### src/rtl/ubx_pkg.sv
package ubx_pkg;
  localparam int ADDR_W  = 32;
  localparam int OFF_W   = 17;
  localparam int BSM_W   = 6;
  localparam int VLD_BIT = 6;
  localparam int PROT_W  = 2;

  // Fold privilege key and protection bits to the output code.
  function automatic logic [PROT_W-1:0] remap_prot(input logic key, input logic [1:0] pp);
    logic [2:0] idx;
    idx = {key, pp};
    case (idx)
      3'd0, 3'd1, 3'd2, 3'd6: remap_prot = 2'd2;
      3'd4:                   remap_prot = 2'd0;
      default:                remap_prot = 2'd1;
    endcase
  endfunction
endpackage

### src/rtl/ubx_regfile.sv
module ubx_regfile #(
  parameter int NUM_ENT = 4,
  parameter int AW      = 32,
  localparam int IDX_W  = (NUM_ENT > 1) ? $clog2(NUM_ENT) : 1
) (
  input  logic             clk,
  input  logic             rst,
  input  logic             we,
  input  logic [IDX_W:0]   sel,
  input  logic [AW-1:0]    wdata,
  output logic [AW-1:0]    upper_o [NUM_ENT],
  output logic [AW-1:0]    lower_o [NUM_ENT]
);
  logic [AW-1:0] upper_q [NUM_ENT];
  logic [AW-1:0] lower_q [NUM_ENT];

  for (genvar e = 0; e < NUM_ENT; e++) begin : g_ent
    always_ff @(posedge clk) begin
      if (rst) begin
        upper_q[e] <= '0;
        lower_q[e] <= '0;
      end else if (we && (sel[IDX_W:1] == IDX_W'(e))) begin
        if (sel[0]) lower_q[e] <= wdata;
        else        upper_q[e] <= wdata;
      end
    end


    cfg_hold_chk: assert property (@(posedge clk) disable iff (rst)
      !we |=> ($stable(upper_q[e]) && $stable(lower_q[e])));

    assign upper_o[e] = upper_q[e];
    assign lower_o[e] = lower_q[e];
  end
endmodule

### src/rtl/ubx_entry_match.sv
module ubx_entry_match
  import ubx_pkg::*;
#(
  parameter int AW  = ADDR_W,
  parameter int OW  = OFF_W,
  parameter int BW  = BSM_W,
  parameter int VB  = VLD_BIT,
  localparam int FIX_W = AW - OW - BW
) (
  input  logic [AW-1:0]     upper,
  input  logic [AW-1:0]     lower,
  input  logic [AW-1:0]     la,
  input  logic              pr,
  output logic              match,
  output logic [PROT_W-1:0] prot,
  output logic [AW-1:0]     pa
);
  logic [BW-1:0] bsm;
  logic [AW-1:0] hi_mask;
  logic [1:0]    acc;
  logic [1:0]    pp;
  logic          key;

  assign bsm     = lower[BW-1:0];
  assign hi_mask = {{FIX_W{1'b1}}, ~bsm, {OW{1'b0}}};
  assign acc     = upper[3:2];
  assign pp      = upper[1:0];
  assign key     = (acc[0] & pr) | (acc[1] & ~pr);

  assign match = lower[VB] && ((la & hi_mask) == (upper & hi_mask));
  assign prot  = remap_prot(key, pp);
  assign pa    = (lower & hi_mask) | (la & ~hi_mask);
endmodule

### src/rtl/ubx_prio_sel.sv
module ubx_prio_sel
  import ubx_pkg::*;
#(
  parameter int NUM_ENT = 4,
  parameter int AW      = ADDR_W
) (
  input  logic              clk,
  input  logic              rst,
  input  logic [NUM_ENT-1:0] match,
  input  logic [PROT_W-1:0] prot_in [NUM_ENT],
  input  logic [AW-1:0]     pa_in   [NUM_ENT],
  input  logic              seg_t,
  output logic              hit_q,
  output logic [PROT_W-1:0] prot_q,
  output logic [AW-1:0]     pa_q
);
  logic [NUM_ENT-1:0] grant;
  logic [PROT_W-1:0]  prot_d;
  logic [AW-1:0]      pa_d;

  always_comb begin
    grant = '0;
    for (int e = 0; e < NUM_ENT; e++) begin
      if (match[e] && (grant == '0)) grant[e] = 1'b1;
    end
    if (seg_t) grant = '0;
  end

  always_comb begin
    prot_d = '0;
    pa_d   = '0;
    for (int e = 0; e < NUM_ENT; e++) begin
      if (grant[e]) begin
        prot_d = prot_in[e];
        pa_d   = pa_in[e];
      end
    end
  end

  always_ff @(posedge clk) begin
    if (rst) begin
      hit_q  <= 1'b0;
      prot_q <= '0;
      pa_q   <= '0;
    end else begin
      hit_q  <= |grant;
      prot_q <= prot_d;
      pa_q   <= pa_d;
    end
  end


  grant_single_chk: assert property (@(posedge clk) disable iff (rst) $onehot0(grant));


  miss_zero_chk: assert property (@(posedge clk) disable iff (rst)
    (grant == '0) |=> (!hit_q && prot_q == '0 && pa_q == '0));
endmodule

### src/rtl/ublk_xlate.sv
module ublk_xlate
  import ubx_pkg::*;
#(
  parameter int NUM_ENT = 4,
  localparam int IDX_W  = (NUM_ENT > 1) ? $clog2(NUM_ENT) : 1
) (
  input  logic              clk,
  input  logic              rst,
  input  logic              cfg_we,
  input  logic [IDX_W:0]    cfg_sel,
  input  logic [ADDR_W-1:0] cfg_wdata,
  input  logic [ADDR_W-1:0] la,
  input  logic              pr,
  input  logic              seg_t,
  output logic              hit,
  output logic [PROT_W-1:0] prot,
  output logic [ADDR_W-1:0] pa
);
  logic [ADDR_W-1:0]  upper_w [NUM_ENT];
  logic [ADDR_W-1:0]  lower_w [NUM_ENT];
  logic [NUM_ENT-1:0] match_w;
  logic [NUM_ENT-1:0] vld_w;
  logic [PROT_W-1:0]  prot_w  [NUM_ENT];
  logic [ADDR_W-1:0]  pa_w    [NUM_ENT];

  ubx_regfile #(.NUM_ENT(NUM_ENT), .AW(ADDR_W)) u_regs (
    .clk(clk), .rst(rst), .we(cfg_we), .sel(cfg_sel), .wdata(cfg_wdata),
    .upper_o(upper_w), .lower_o(lower_w)
  );

  for (genvar e = 0; e < NUM_ENT; e++) begin : g_match
    ubx_entry_match u_ent (
      .upper(upper_w[e]), .lower(lower_w[e]), .la(la), .pr(pr),
      .match(match_w[e]), .prot(prot_w[e]), .pa(pa_w[e])
    );
    assign vld_w[e] = lower_w[e][VLD_BIT];
  end

  ubx_prio_sel #(.NUM_ENT(NUM_ENT), .AW(ADDR_W)) u_sel (
    .clk(clk), .rst(rst), .match(match_w), .prot_in(prot_w), .pa_in(pa_w),
    .seg_t(seg_t), .hit_q(hit), .prot_q(prot), .pa_q(pa)
  );


  reset_clear_chk: assert property (@(posedge clk)
    rst |=> (!hit && prot == '0 && pa == '0));


  seg_force_miss_chk: assert property (@(posedge clk) disable iff (rst)
    seg_t |=> !hit);


  no_valid_miss_chk: assert property (@(posedge clk) disable iff (rst)
    (vld_w == '0) |=> !hit);


  offset_pass_chk: assert property (@(posedge clk) disable iff (rst)
    hit |-> (pa[OFF_W-1:0] == $past(la[OFF_W-1:0])));


  prot_range_chk: assert property (@(posedge clk) disable iff (rst)
    hit |-> (prot != 2'd3));
endmodule

### config.mk
export PLATFORM = sky130hd
export DESIGN_NAME = ublk_xlate
export DESIGN_NICKNAME = d
export VERILOG_FILES = /design/src/rtl/ubx_pkg.sv /design/src/rtl/ubx_regfile.sv /design/src/rtl/ubx_entry_match.sv /design/src/rtl/ubx_prio_sel.sv /design/src/rtl/ublk_xlate.sv
export SDC_FILE = /design/constraint.sdc
export NUM_CORES = 1
export LEC_CHECK = 0
export BUFFER_PORTS_ARGS = -buffer_cell sky130_fd_sc_hd__buf_4
export CAP_MARGIN = 40
export CORE_MARGIN = 2
export CORE_UTILIZATION = 58
export CTS_CLUSTER_DIAMETER = 80
export DETAILED_ROUTE_END_ITERATION = 7
export HOLD_SLACK_MARGIN = 0.02
export PLACE_DENSITY = 0.85
export SLEW_MARGIN = 10
export SYNTH_ARGS = -nofsm -noshare
export SYNTH_HDL_FRONTEND = slang
export SYNTH_SLANG_ARGS = --single-unit
export TNS_END_PERCENT = 5
### constraint.sdc
create_clock -name clk -period 3.3 [get_ports clk]
set_input_delay 0.66 -clock clk [delete_from_list [all_inputs] [get_ports clk]]
set_output_delay 0.66 -clock clk [all_outputs]
set_load 0.005 [all_outputs]
==> results by group <==
STA
  – Crit share post-route: 82.4%
  – Fmax: 0.368 GHz
  – Setup Skew: 0.00840 ns
  – Final Slew Violations: 0
  – Slew headroom: 54.4%
  – Final count of negative-setup-slack endpoints: 0
  – RSZ-0062 raised after global routing: false
  – Final Hold Vio Count: 0
  – Hold Slack: 0.418 ns
  – Final setup TNS: 0 ns
  – Crit path time final: 2.72 ns
  – Measured slew at the worst slew-check pin: 0.681 ns

Job
  – Max cap viols: 0

GRT
  – Vias in the first global route: 5790
  – Gr ovfl total: 0
  – First-pass GRT wire length: 31.5 mm
  – Largest net degree at the start of global routing: 32
  – Initial antenna violation count: 0
  – Global Route Usage Sum: 26.2%

Clock network
  – Htree depth: 4
  – Post_cts resized: 0
  – Cts hold-fix bufs: 0
  – Clk slew on worst S/H paths: 0.07 ns
  – Clk Tree Root Cell: clkbuf_16
  – Post CTS Setup Buffer Count: 0
  – CTS tree: yes
  – Worst-skew pair later-pin latency: 0.44 ns
  – Clk buf depth: 2
  – CTS sink count: 199
  – Clock buffer count from CTS: 17

Route
  – Post-Route WL: 20.6 mm
  – DRT antenna net count: 0
  – Drt first pass iters: 5
  – DR vias: 5805
  – 1st-iter DRT viols: 683
  – DRC: 0
  – WL/cell: 20.9 um
  – Via/cell ratio: 5.88

Pwr
  – VDD IR max: 0.000405 V
  – Power per standard cell area: 508 mW/mm^2
  – Leak: 3.92 nW

Critical path
  – CP delay by family, top: compound AO/OA/AOI/OAI gates
  – Crit-path cells: buf_4 > xor2_1 > a222oi_1 > nand3_1 > o22ai_4 > nor4_4 > buf_6 > o311ai_1 > a21oi_1
  – Largest stage delay, worst path: 0.53 ns
  – Worst-path fanout max: 9
  – Buffers and inverters on the worst path: 2
  – Slowest CP cell: a222oi_1
  – Kind of critical path: primary input to register
  – CP Launch Type: primary input
  – CP arrival: 3.03 ns
  – CP required: 3.62 ns
  – CP endpoint kind: register

Place
  – Post-DP Area: 0.00993 mm^2
  – Port bufs: 96
  – GPL Wtd Cong: 0.861
  – Post-DP HPWL: 13.9 mm

Floorplan
  – # rows: 45
  – Initial Utilization: 58.9%
  – Die Span X: 128 um
  – IO Count: 107
  – Die Height: 128 um
  – Core Footprint: 0.0151 mm^2
  – Die area: 0.0163 mm^2

Synthesis
  – Share of flip-flops with an asynchronous set or reset: 0%
  – Synth Warn #: 0
  – Post-synthesis adder-cell area fraction: 0%
  – XOR/XNOR Fraction of Synth Area: 5.91%
  – Post-synthesis compound-gate area fraction: 6.13%
  – Seq cells post-synth: 199
  – Synth cell types: 50
  – Mux contribution to synthesized area: 2.88%
  – Syn Nets: 749
  – Sequential fraction of the synthesis area: 63.3%
  – EDFF count, synth: 164
  – Synthesized area per cell: 13.1 um^2
  – Post-synthesis simple-gate area fraction: 19.4%
  – Cells after Synth: 677
  – Largest family of logic cells by synthesized area: simple AND/OR/NAND/NOR gates
  – Post-synth top flop: edfxtp_1
  – Synthesized area: 0.00889 mm^2

Final layout
  – Nets: 858
  – Antenna Cells: 0
  – Area Growth Syn to Fin: 18.0%
  – Layout cells sized above 1: 22.5%
  – Filler cells: 1018
  – Final instance area: 0.0105 mm^2

Min path
  – Hold Crit Class: primary input to register

Status
  – Status: complete, no violations
[kinds of logic (layout without fill, tap and decap cells)]
| family | Yosys count | in the layout |
|---|---|---|
| multiplexers | 25 | 25 |
| buffers and inverters | 41 | 163 |
| AND/OR/NAND/NOR | 276 | 276 |
| flip-flops | 199 | 199 |
| XOR/XNOR | 60 | 60 |
| AO/OA/AOI/OAI | 76 | 76 |
[sequential cells by signal, indices dropped and copies added (netlist names)]
name,flops
u_sel.hit_q,1
u_sel.pa_q,32
u_regs.upper_q,76
u_sel.prot_q,2
u_regs.lower_q,88
[metrics by stage]
step | util [%] | worst slack [ns] | power, mW | cells
2_1_floorplan | - | 0.429 | 3.17 | 677
3_3_place_gp | 65.6 | 0.114 | 3.34 | 953
3_5_place_dp | 65.8 | 0.168 | 3.37 | 955
4_1_cts | 69.6 | 0.629 | 5.35 | 987
5_1_grt | 69.6 | 0.428 | 5.48 | 987
6_report | 69.6 | 0.581 | 5.34 | 987
[cells in the final DEF, fill, tap and decap left out, types with 9 or more instances in the layout]
| cell | n |
|---|---|
| mux2i_1 | 20 |
| nand2_1 | 18 |
| edfxtp_1 | 164 |
| a31oi_1 | 9 |
| xor2_1 | 30 |
| clkbuf_16 | 17 |
| and2_1 | 181 |
| o21ai_1 | 9 |
| nor3_1 | 14 |
| nor2_1 | 14 |
| a22oi_1 | 9 |
| dfxtp_1 | 35 |
| inv_1 | 11 |
| buf_4 | 117 |
| xnor2_1 | 30 |
| a21oi_1 | 9 |
[metal layers]
| metal | track usage, % | routed length, um | vias up |
|---|---|---|---|
| met5 | 0 | 0 | - |
| met2 | 42.5 | 10100 | 311 |
| li1 | - | - | 2632 |
| met4 | 10.9 | 568 | 0 |
| met3 | 6.34 | 1900 | 48 |
| met1 | 34.2 | 8020 | 2814 |
[synthesized netlist by cell type (all sizes together) (11+ instances only)]
master,number,area [um^2]
and2,181,1130
buf,13,110
clkbuf,17,63.8
dfxtp,35,701
edfxtp,164,4920
inv,11,41.3
mux2i,20,200
nand2,18,67.6
nor2,16,65.1
nor3,15,86.3
o21ai,19,95.1
xnor2,30,263
xor2,30,263
[final cells by class]
class                      instances  area, um^2  share of cell area (%)
timing repair buffer             120         921                    8.77
sequential                       199        5630                    53.6
clock inverter                    14         144                    1.37
inverter                          11        41.3                   0.393
multi-input combinational        437        3100                    29.6
tap                              188         235                    2.24
clock buffer                      18         429                    4.09
[where the power goes]
part           switching (mW)  internal, mW  leakage [nW]  total [mW]
Sequential             0.0577          2.85          1.87        2.91
Combinational           0.241         0.164          1.77       0.405
Clock                   0.959          1.06         0.276        2.02
Total                    1.26          4.08          3.92        5.34
[final timing paths]
check	end	slack, ns	depth (start not counted)	start
hold reg to reg	u_sel.pa_q[30]	0.53	2	u_regs.lower_q[1][30]
hold / removal	u_sel.pa_q[8]	0.42	2	la[8]
setup / recovery	u_sel.pa_q[21]	0.58	9	la[20]
setup reg to reg	u_sel.pa_q[21]	0.60	8	u_regs.upper_q[0][20]
Note: power is estimated with default switching activity, not from simulation.
